[src/rtl/mbox_echo_pkg.sv]
package mbox_echo_pkg;
  localparam int TOKEN_W      = 32;
  localparam int STAT_PEND    = 23;
  localparam int STAT_EN      = 22;
  localparam int IC_EN_BIT    = 8;
  localparam int IC_DIS_BIT   = 9;
  localparam int IC_CLR_BIT   = 28;
  localparam logic [TOKEN_W-1:0] HALT_TOKEN   = 32'hFF00_0001;
  localparam logic [TOKEN_W-1:0] REBOOT_TOKEN = 32'hFF00_0002;

  typedef enum logic [1:0] {
    RSP_NONE     = 2'd0,
    RSP_OK       = 2'd1,
    RSP_MISMATCH = 2'd2,
    RSP_TIMEOUT  = 2'd3
  } rspCode_e;

  typedef struct packed {
    logic sendReq;
    logic sendEcho;
    logic ackRx;
    logic timerRun;
  } ctlStrobe_t;
endpackage

[src/rtl/mbox_echo_dp.sv]
module mbox_echo_dp
  import mbox_echo_pkg::*;
#(
  parameter int TIMEOUT_CYCLES = 50_000_000
) (
  input  logic               clk,
  input  logic               rstN,
  input  ctlStrobe_t         ctl,
  input  logic [TOKEN_W-1:0] reqToken,
  input  logic               mbxInValid,
  input  logic [TOKEN_W-1:0] mbxInData,
  input  logic               icWrite,
  input  logic [TOKEN_W-1:0] icData,
  input  logic               flush,
  output logic               mbxOutValid,
  output logic [TOKEN_W-1:0] mbxOutData,
  output logic               irqLine,
  output logic [TOKEN_W-1:0] statusWord,
  output logic               rxMatch,
  output logic               rxIsHalt,
  output logic               rxIsReboot,
  output logic               timeoutHit
);
  localparam int CNT_W = $clog2(TIMEOUT_CYCLES + 1);
  localparam logic [CNT_W-1:0] CNT_LAST = CNT_W'(TIMEOUT_CYCLES - 1);

  logic [TOKEN_W-1:0] txReg, rxData;
  logic               pending, enable;
  logic [CNT_W-1:0]   waitCnt;

  always_ff @(posedge clk) begin
    if (!rstN) begin
      pending <= 1'b0;
      enable  <= 1'b0;
    end else if (flush) begin
      pending <= 1'b0;
      enable  <= 1'b0;
    end else begin
      if (mbxInValid)
        pending <= 1'b1;
      else if (ctl.ackRx || (icWrite && icData[IC_CLR_BIT]))
        pending <= 1'b0;
      if (icWrite) begin
        if (icData[IC_DIS_BIT])     enable <= 1'b0;
        else if (icData[IC_EN_BIT]) enable <= 1'b1;
      end
    end
  end

  always_ff @(posedge clk) begin
    if (!rstN) begin
      rxData      <= '0;
      txReg       <= '0;
      mbxOutData  <= '0;
      mbxOutValid <= 1'b0;
    end else begin
      if (mbxInValid) rxData <= mbxInData;
      if (ctl.sendReq) txReg <= reqToken;
      mbxOutValid <= ctl.sendReq || ctl.sendEcho;
      if (ctl.sendReq)       mbxOutData <= reqToken;
      else if (ctl.sendEcho) mbxOutData <= rxData;
    end
  end

  always_ff @(posedge clk) begin
    if (!rstN || !ctl.timerRun) waitCnt <= '0;
    else if (!timeoutHit)       waitCnt <= waitCnt + 1'b1;
  end

  always_comb begin
    statusWord            = '0;
    statusWord[STAT_PEND] = pending;
    statusWord[STAT_EN]   = enable;
  end

  assign irqLine    = pending && enable;
  assign rxMatch    = (rxData == txReg);
  assign rxIsHalt   = (rxData == HALT_TOKEN);
  assign rxIsReboot = (rxData == REBOOT_TOKEN);
  assign timeoutHit = (waitCnt == CNT_LAST);

  p_timer_bound_r5: assert property (@(posedge clk) disable iff (!rstN)
    waitCnt <= CNT_LAST);
  p_flush_clears_r11: assert property (@(posedge clk) disable iff (!rstN)
    flush |=> !pending && !enable);
  p_clear_wins_r8: assert property (@(posedge clk) disable iff (!rstN)
    (icWrite && icData[IC_CLR_BIT] && !mbxInValid) |=> !pending);
  p_arrival_sets_r7: assert property (@(posedge clk) disable iff (!rstN)
    (mbxInValid && !flush) |=> pending && rxData == $past(mbxInData));
endmodule

[src/rtl/mbox_echo_ctl.sv]
module mbox_echo_ctl
  import mbox_echo_pkg::*;
(
  input  logic       clk,
  input  logic       rstN,
  input  logic       reqValid,
  input  logic       irqLine,
  input  logic       rxMatch,
  input  logic       rxIsHalt,
  input  logic       rxIsReboot,
  input  logic       timeoutHit,
  output ctlStrobe_t ctl,
  output logic       reqBusy,
  output logic       rspValid,
  output rspCode_e   rspCode,
  output logic       haltPulse,
  output logic       rebootPulse
);
  typedef enum logic {ST_IDLE, ST_WAIT} state_e;
  state_e   state, nState;
  logic     busyN, rspValidN, haltN, rebootN;
  rspCode_e rspCodeN;

  always_comb begin
    ctl       = '0;
    nState    = state;
    busyN     = 1'b0;
    rspValidN = 1'b0;
    rspCodeN  = rspCode;
    haltN     = 1'b0;
    rebootN   = 1'b0;
    case (state)
      ST_IDLE: begin
        if (reqValid) begin
          ctl.sendReq = 1'b1;
          nState      = ST_WAIT;
        end else if (irqLine && (rxIsHalt || rxIsReboot)) begin
          ctl.sendEcho = 1'b1;
          ctl.ackRx    = 1'b1;
          haltN        = rxIsHalt;
          rebootN      = rxIsReboot;
        end
      end
      default: begin
        ctl.timerRun = 1'b1;
        busyN        = reqValid;
        if (irqLine) begin
          ctl.ackRx = 1'b1;
          rspValidN = 1'b1;
          rspCodeN  = rxMatch ? RSP_OK : RSP_MISMATCH;
          nState    = ST_IDLE;
        end else if (timeoutHit) begin
          rspValidN = 1'b1;
          rspCodeN  = RSP_TIMEOUT;
          nState    = ST_IDLE;
        end
      end
    endcase
  end

  always_ff @(posedge clk) begin
    if (!rstN) begin
      state       <= ST_IDLE;
      reqBusy     <= 1'b0;
      rspValid    <= 1'b0;
      rspCode     <= RSP_NONE;
      haltPulse   <= 1'b0;
      rebootPulse <= 1'b0;
    end else begin
      state       <= nState;
      reqBusy     <= busyN;
      rspValid    <= rspValidN;
      rspCode     <= rspCodeN;
      haltPulse   <= haltN;
      rebootPulse <= rebootN;
    end
  end

  p_busy_when_waiting_r6: assert property (@(posedge clk) disable iff (!rstN)
    reqBusy |-> $past(state) == ST_WAIT && $past(reqValid));
  p_rsp_ends_wait_r3: assert property (@(posedge clk) disable iff (!rstN)
    rspValid |-> $past(state) == ST_WAIT && state == ST_IDLE);
  p_action_onehot_r9: assert property (@(posedge clk) disable iff (!rstN)
    $onehot0({haltPulse, rebootPulse, rspValid}));
endmodule

[src/rtl/mbox_echo_link.sv]
module mbox_echo_link
  import mbox_echo_pkg::*;
#(
  parameter int CLK_HZ    = 100_000_000,
  parameter int WINDOW_MS = 500
) (
  input  logic        clk,
  input  logic        rstN,
  input  logic        reqValid,
  input  logic [31:0] reqToken,
  output logic        reqBusy,
  output logic        rspValid,
  output logic [1:0]  rspCode,
  output logic        mbxOutValid,
  output logic [31:0] mbxOutData,
  input  logic        mbxInValid,
  input  logic [31:0] mbxInData,
  input  logic        icWrite,
  input  logic [31:0] icData,
  output logic [31:0] statusWord,
  output logic        irqOut,
  input  logic        consoleRst,
  input  logic        regLock,
  output logic        haltPulse,
  output logic        rebootPulse
);
  localparam int TIMEOUT_CYCLES = (CLK_HZ / 1000) * WINDOW_MS;

  ctlStrobe_t ctl;
  rspCode_e   rspCodeE;
  logic       rxMatch, rxIsHalt, rxIsReboot, timeoutHit;

  mbox_echo_dp #(.TIMEOUT_CYCLES(TIMEOUT_CYCLES)) uDp (
    .clk(clk), .rstN(rstN), .ctl(ctl), .reqToken(reqToken),
    .mbxInValid(mbxInValid), .mbxInData(mbxInData),
    .icWrite(icWrite), .icData(icData), .flush(consoleRst || regLock),
    .mbxOutValid(mbxOutValid), .mbxOutData(mbxOutData),
    .irqLine(irqOut), .statusWord(statusWord),
    .rxMatch(rxMatch), .rxIsHalt(rxIsHalt), .rxIsReboot(rxIsReboot),
    .timeoutHit(timeoutHit)
  );

  mbox_echo_ctl uCtl (
    .clk(clk), .rstN(rstN), .reqValid(reqValid), .irqLine(irqOut),
    .rxMatch(rxMatch), .rxIsHalt(rxIsHalt), .rxIsReboot(rxIsReboot),
    .timeoutHit(timeoutHit), .ctl(ctl), .reqBusy(reqBusy),
    .rspValid(rspValid), .rspCode(rspCodeE),
    .haltPulse(haltPulse), .rebootPulse(rebootPulse)
  );

  assign rspCode = rspCodeE;

  p_halt_echo_r9: assert property (@(posedge clk) disable iff (!rstN)
    haltPulse |-> mbxOutValid && mbxOutData == HALT_TOKEN);
  p_reboot_echo_r9: assert property (@(posedge clk) disable iff (!rstN)
    rebootPulse |-> mbxOutValid && mbxOutData == REBOOT_TOKEN);
  p_busy_no_send_r6: assert property (@(posedge clk) disable iff (!rstN)
    reqBusy |-> !mbxOutValid);
endmodule

[config.mk]
export PLATFORM = sky130hd
export DESIGN_NAME = mbox_echo_link
export DESIGN_NICKNAME = d
export VERILOG_FILES = /design/src/rtl/mbox_echo_pkg.sv /design/src/rtl/mbox_echo_dp.sv /design/src/rtl/mbox_echo_ctl.sv /design/src/rtl/mbox_echo_link.sv
export SDC_FILE = /design/constraint.sdc
export NUM_CORES = 1
export LEC_CHECK = 0
export BUFFER_PORTS_ARGS = -buffer_cell sky130_fd_sc_hd__buf_2
export CORE_MARGIN = 1
export CORE_UTILIZATION = 40
export DETAILED_ROUTE_END_ITERATION = 12
export GPL_ROUTABILITY_DRIVEN = 0
export GPL_TIMING_DRIVEN = 0
export HOLD_SLACK_MARGIN = 0.1
export SYNTH_ARGS = -nofsm -noshare
export SYNTH_HDL_FRONTEND = slang
export SYNTH_SLANG_ARGS = --single-unit
[constraint.sdc]
create_clock -name clk -period 3.63 [get_ports clk]
set_clock_uncertainty 0.1 [all_clocks]
set_input_delay 0.726 -clock clk [delete_from_list [all_inputs] [get_ports clk]]
set_output_delay 0.726 -clock clk [all_outputs]
set_load 0.005 [all_outputs]
==> flow_metrics.env, run 1 <==
export IMPL_outcome="finished, final reports clean"
export IMPL_power_density_mw_per_mm2=504.8
export IMPL_grt_max_degree=17
export IMPL_path_class="flip-flop to flip-flop"
export IMPL_hp_class="flip-flop to flip-flop"
export IMPL_cts_buffers_inserted=17
export IMPL_max_cap_viol_count=0
export IMPL_antenna_found_initial=0
export IMPL_worstPathMaxFanout=10
export IMPL_firstDrtPassIters=5
export IMPL_ant_nets=0
export IMPL_postCtsSetupBuffers=0
export IMPL_dieArea_mm2=0.01458
export IMPL_dp_cells=970
export IMPL_worst_r2r_startpoint="uDp.rxData[18]"
export IMPL_synthArstFlopShare_pct=0
export IMPL_cp_arrival_ps=2670
export IMPL_setup_viol=0
export IMPL_worstPathRequired_ps=3810
export IMPL_ios=175
export IMPL_rsz0062_at_grt="no"
export IMPL_start_kind="flip-flop"
export IMPL_post_cts_resized=0
export IMPL_grt_overflow=0
export IMPL_cts_root_buffer="clkbuf_16"
export IMPL_grt_pass1_vias=4729
export IMPL_die_height_um=120.7
export IMPL_rr_worst_depth=5
export IMPL_synth_edf_count=0
export IMPL_crit_path_end_kind="flip-flop"
export IMPL_grtUsageTotal_pct=21.65
export IMPL_holdPathStages=2
export IMPL_ys_flop_type="dfxtp_1"
export IMPL_antenna_cells=0
export IMPL_layout_area_overhead_vs_synth_pct=26.18
export IMPL_drt_iter0_drc=389
export IMPL_yosysSeqAreaShare_pct=46.85
export IMPL_die_w_um=120.7
export IMPL_worst_pin_slew_ps=799.7
export IMPL_cts_sinks=132
export IMPL_vias=4982
export IMPL_vdd_drop_max_mv=0.3718
export IMPL_grt_first_pass_wirelength_um=23550
export IMPL_r2r_slack_ps=1140
export IMPL_place_ws_ps=941.5
export IMPL_synth_cell_types=44
export IMPL_clk_pin_slew_ps=50
export IMPL_drc=0
export IMPL_drive_gt1_share_pct=22.66
export IMPL_maxSlewViolCount=0
export IMPL_clk_path_buf_depth=2
export IMPL_syn_area_mm2=0.005640
export IMPL_synthCells=648
export IMPL_post_drt_wl_per_cell_um=15.41
export IMPL_p_total_mw=3.592
export IMPL_hold_buffers=0
export IMPL_io_buffers=113
export IMPL_fill_cells=1339
export IMPL_hold_viol_final=0
export IMPL_core_area_mm2=0.01383
export IMPL_clkLatencyLatePin_ps=420
export IMPL_yosysWarnings=0
export IMPL_regToRegEndpoint="uDp.mbxOutData[21]"
export IMPL_fin_ws_ps=1136
export IMPL_synth_seq_cells=132
export IMPL_nNetsFinal=913
export IMPL_cts_tree="done"
export IMPL_via_per_inst=4.977
export IMPL_wirelength_um=15430
export IMPL_dp_hpwl_um=11530
export IMPL_min_from="uDp.mbxOutData[20]"
export IMPL_syn_area_per_cell_um2=8.704
export IMPL_slew_limit_headroom_pct=46.69
export IMPL_fin_crit_ps=2494
export IMPL_setup_tns_ps=0
export IMPL_layout_cells_non_filler=1001
export IMPL_ctsHtreeMaxLevel=4
export IMPL_worst_hold_path_endpoint="uDp.mbxOutData[20]"
export IMPL_timing_fmax_mhz=401.0
export IMPL_leakagePower_nw=3.033
export IMPL_critPathLaunch="uDp.rxData[18]"
export IMPL_initial_utilization_pct=40.79
export IMPL_finalCritPeriodShare_pct=68.70
export IMPL_rows=43
-- cells by family after synthesis --
family	count (synthesis)	synth area share, %
compound gates	86	9.317
xor+xnor	53	8.230
fa+ha+maj	1	0.2218
buf+inv	76	7.631
flops	132	46.85
mux	33	5.856
other cells	1	0.06648
simple gates	266	21.83
-- Yosys cell counts, types with 2 or more instances --
cell type  count  area [µm²]
or3_1          5       31.28
o22ai_1       22       137.6
and3_1         3       18.77
a211oi_1       3       22.52
xnor2_1       40       350.3
buf_4         35       262.8
and4_1         7       61.31
mux2i_1       33       330.3
nand2_1       95       356.6
nor2_1        79       296.5
buf_2          4       20.02
and2_1         4       25.02
nand4_1       15       93.84
nor4_1         8       50.05
a211o_1        2       17.52
nor4b_1        5       43.79
nor3_1         4       20.02
o211ai_1       7       52.55
dfxtp_1      132        2643
buf_1          6       22.52
nand3_1       33       165.2
inv_1          6       22.52
clkbuf_1      22       82.58
nor2b_1        2       12.51
a21oi_1       41       205.2
o21ai_0        5       25.02
xor2_1        13       113.9
-- cell usage in the layout (no fill, tap or decap), drive strengths merged, types with 2 or more instances in the layout --
master,Yosys,final
buf,46,159
dfxtp,132,132
nand2,95,95
nor2,79,79
clkbuf,23,51
a21oi,41,41
xnor2,40,40
mux2i,33,33
nand3,33,33
conb,1,30
o22ai,22,22
nand4,15,15
xor2,13,13
nor4,8,8
and4,7,7
o211ai,7,7
inv,7,7
nor4b,6,6
or3,6,6
o21ai,6,6
nor3,5,5
and2,4,4
a211oi,3,3
and3,3,3
nor2b,2,2
a211o,2,2
clkinv,0,2
-- report_power, final --
part	internal (mW)	total (mW)	switching, mW	leakage (nW)
clock network	1.06	1.66	0.595	0.286
registers	1.52	1.57	0.0513	1.08
logic	0.162	0.363	0.201	1.67
-- worst max-delay path, cell delays in order, from the launching register on --
cell and delay [ps]:
dfxtp_1 340, nor4_1 490, nand4_1 280, a2111oi_4 730, buf_4 310, o22ai_1 110
-- per-stage QoR --
step           instance area [µm²]  utilization (%)  hold slack, ps
2_1_floorplan                 5749                -           348.8
3_3_place_gp                  6540            47.30           353.8
3_5_place_dp                  6540            47.30           358.9
4_1_cts                       7117            51.47           368.0
5_1_grt                       7117            51.47           385.2
6_report                      7117            51.47           365.7
-- layer usage --
metal	vias up	global-route usage (%)	part of all wire [%]
met2	173	34.81	46
li1	2476	-	-
met4	0	10.49	2.7
met5	-	0	0
met3	30	5.708	6.4
met1	2303	26.83	44
-- sequential cells by signal (all words and copies together) (netlist names), 2 cells and up --
signal and cells:
uCtl.rspCode 2, uDp.rxData 32, uDp.mbxOutData 32, uDp.txReg 32, uDp.waitCnt 26
-- final cells by class --
class                      count  area [µm²]  area share [%]
clock inverter                 3       40.04          0.5626
multi-input combinational    469        2676           37.61
buffer                        69       404.1           5.679
inverter                       7       26.28          0.3692
timing repair buffer         113       565.5           7.947
tap                          180       225.2           3.165
sequential                   132        2643           37.13
clock buffer                  28       536.8           7.542
-- worst max path at each step --
stage / slack [ps] / cells after the start / to
2_1_floorplan: 1570 / 5 / uDp.mbxOutData[19]
3_3_place_gp: 940 / 6 / uDp.mbxOutData[21]
3_5_place_dp: 940 / 6 / uDp.mbxOutData[21]
4_1_cts: 1180 / 5 / uDp.mbxOutData[21]
5_1_grt: 1110 / 5 / uDp.mbxOutData[17]
6_report: 1140 / 5 / uDp.mbxOutData[21]
(Power assumes the default switching activity.)
==> run 2, diff against run 1 <==
==> constraint.sdc (replaced) <==
create_clock -name clk -period 2.3 [get_ports clk]
set_clock_uncertainty 0.1 [all_clocks]
set_input_delay 0.46 -clock clk [delete_from_list [all_inputs] [get_ports clk]]
set_output_delay 0.46 -clock clk [all_outputs]
set_load 0.005 [all_outputs]
==> flow_metrics.env, run 2 (same netlist as run 1, synthesis figures left out) <==
export IMPL_reg_top3="uDp.mbxOutData x32, uDp.rxData x32, uDp.txReg x32"
export IMPL_cp_slowest_stage_delay_ps=490
export IMPL_crit_chain="nor4_1 -> nand4_1 -> a2111oi_4 -> buf_4 -> buf_4 -> o22ai_1"
export IMPL_setup_viol=0
export IMPL_maxSlewViolCount=0
export IMPL_r2r_slack_ps=60
export IMPL_core_area_mm2=0.01383
export IMPL_worstPathMaxFanout=10
export IMPL_wirelength_um=15360
export IMPL_fill_cells=1334
export IMPL_ant_nets=0
export IMPL_ctsHtreeMaxLevel=4
export IMPL_grt_max_degree=17
export IMPL_worstPathRequired_ps=2470
export IMPL_slew_limit_headroom_pct=47.87
export IMPL_timing_hold_ws_ps=135.6
export IMPL_cts_tree="done"
export IMPL_drive_gt1_share_pct=23.09
export IMPL_outcome="finished, final reports clean"
export IMPL_layout_commonest_cell="dfxtp_1"
export IMPL_antenna_found_initial=0
export IMPL_start_kind="flip-flop"
export IMPL_via_per_inst=4.978
export IMPL_leakagePower_nw=3.049
export IMPL_fin_ws_ps=57.44
export IMPL_cts_root_buffer="clkbuf_16"
export IMPL_rows=43
export IMPL_clk_pin_slew_ps=50
export IMPL_max_cap_viol_count=0
export IMPL_ios=175
export IMPL_final_cell_mix="dfxtp_1 (132), buf_2 (117), nand2_1 (95), nor2_1 (79), a21oi_1 (41)"
export IMPL_die_height_um=120.7
export IMPL_crit_path_end_kind="flip-flop"
export IMPL_grt_overflow=0
export IMPL_finalCritPeriodShare_pct=97.50
export IMPL_cts_buffers_inserted=17
export IMPL_grtUsageTotal_pct=21.66
export IMPL_rr_worst_depth=6
export IMPL_worst_pin_slew_ps=781.9
export IMPL_rsz0062_at_grt="no"
export IMPL_vdd_drop_max_mv=0.5767
export IMPL_clk_path_buf_depth=2
export IMPL_cts_sinks=132
export IMPL_place_ws_ps=-133.9
export IMPL_grt_pass1_vias=4739
export IMPL_drc=0
export IMPL_antenna_cells=0
export IMPL_power_density_mw_per_mm2=793.3
export IMPL_firstDrtPassIters=5
export IMPL_dp_hpwl_um=11530
export IMPL_crit_top_cell="buf_4"
export IMPL_layout_area_overhead_vs_synth_pct=26.58
export IMPL_cp_arrival_ps=2410
export IMPL_hp_class="primary input to flip-flop"
export IMPL_worst_r2r_startpoint="uDp.rxData[18]"
export IMPL_dieArea_mm2=0.01458
export IMPL_timing_fmax_mhz=445.9
export IMPL_cp_endpoint="uDp.mbxOutData[21]"
export IMPL_clkLatencyLatePin_ps=420
export IMPL_nNetsFinal=915
export IMPL_die_w_um=120.7
export IMPL_path_class="flip-flop to flip-flop"
export IMPL_fin_crit_ps=2243
export IMPL_drt_iter0_drc=330
export IMPL_grt_first_pass_wirelength_um=23560
export IMPL_critPathLaunch="uDp.rxData[18]"
export IMPL_regToRegEndpoint="uDp.mbxOutData[21]"
export IMPL_post_drt_wl_per_cell_um=15.31
export IMPL_io_buffers=113
export IMPL_cp_slowest_cell="nor4_1"
export IMPL_initial_utilization_pct=40.79
export IMPL_hold_viol_final=0
export IMPL_vias=4993
-- run 2: changes by cell type in the layout (fill, tap and decap cells not counted) --
cell,before,now
clkbuf_2,1,2
nor4b_2,1,2
nor4b_1,5,4
clkbuf_1,26,25
buf_4,35,37
-- run 2: power by group --
part | total [mW] | internal (mW) | switching, mW
Combinational | 0.572 | 0.257 | 0.315
Sequential | 2.48 | 2.40 | 0.0814
Clock | 2.61 | 1.68 | 0.932
-- run 2: area by class of cell --
| type | count | area, µm² | area share [%] |
|---|---|---|---|
| Multi-Input combinational cell | 469 | 2683 | 37.57 |
| Sequential cell | 132 | 2643 | 37.01 |
| Timing Repair Buffer | 115 | 580.6 | 8.132 |
| Clock buffer | 28 | 536.8 | 7.518 |
| Buffer | 69 | 405.4 | 5.678 |
| Tap cell | 180 | 225.2 | 3.155 |
| Clock inverter | 3 | 40.04 | 0.5608 |
| Inverter | 7 | 26.28 | 0.3680 |
-- run 2: critical path: cells and delay by family, from the launching register on --
kind	cells	cell delay, ps
buffers and inverters	2	430
flip-flops	1	340
AO/OA/AOI/OAI	2	450
AND/OR/NAND/NOR	2	770
-- run 2: repair_timing --
item	4_1_cts	5_1_grt
setup endpoints to repair	30	35
gates resized for setup	0	3
buffers inserted	2	0
endpoints found under the hold margin	0	0
hold buffers	0	0
pin swaps	1	0
-- run 2: worst min path at each step --
stage / startpoint / end / slack (ps) / depth (start not counted)
2_1_floorplan: uDp.txReg[0] / uDp.txReg[0] / 350 / 2
3_3_place_gp: uDp.mbxOutData[15] / uDp.mbxOutData[15] / 350 / 2
3_5_place_dp: uDp.mbxOutData[9] / uDp.mbxOutData[9] / 360 / 2
4_1_cts: icData[9] / uDp.enable / 120 / 2
5_1_grt: icData[9] / uDp.enable / 130 / 2
6_report: icData[9] / uDp.enable / 140 / 2
-- run 2: stage by stage --
| stage | instances | utilization, % | total power, mW | setup TNS [ps] | instance area (µm²) |
|---|---|---|---|---|---|
| finish | 1003 | 51.63 | 5.664 | 0 | 7139 |
| CTS | 1003 | 51.58 | 5.694 | 0 | 7132 |
| global placement | 970 | 47.30 | 3.080 | -3677 | 6540 |
| global route | 1003 | 51.63 | 5.864 | 0 | 7139 |
| floorplan | 677 | - | 2.867 | 0 | 5749 |
| detailed placement | 970 | 47.30 | 3.092 | -3232 | 6540 |
-- run 2: layer usage --
layer  vias to the layer above  GRT usage, %  routed length (µm)
met5                         -             0                   0
met4                         0         10.49                 389
met3                        29         5.708                 925
met2                       172         34.81                7206
met1                      2312         26.86                6838
li1                       2480             -                   -
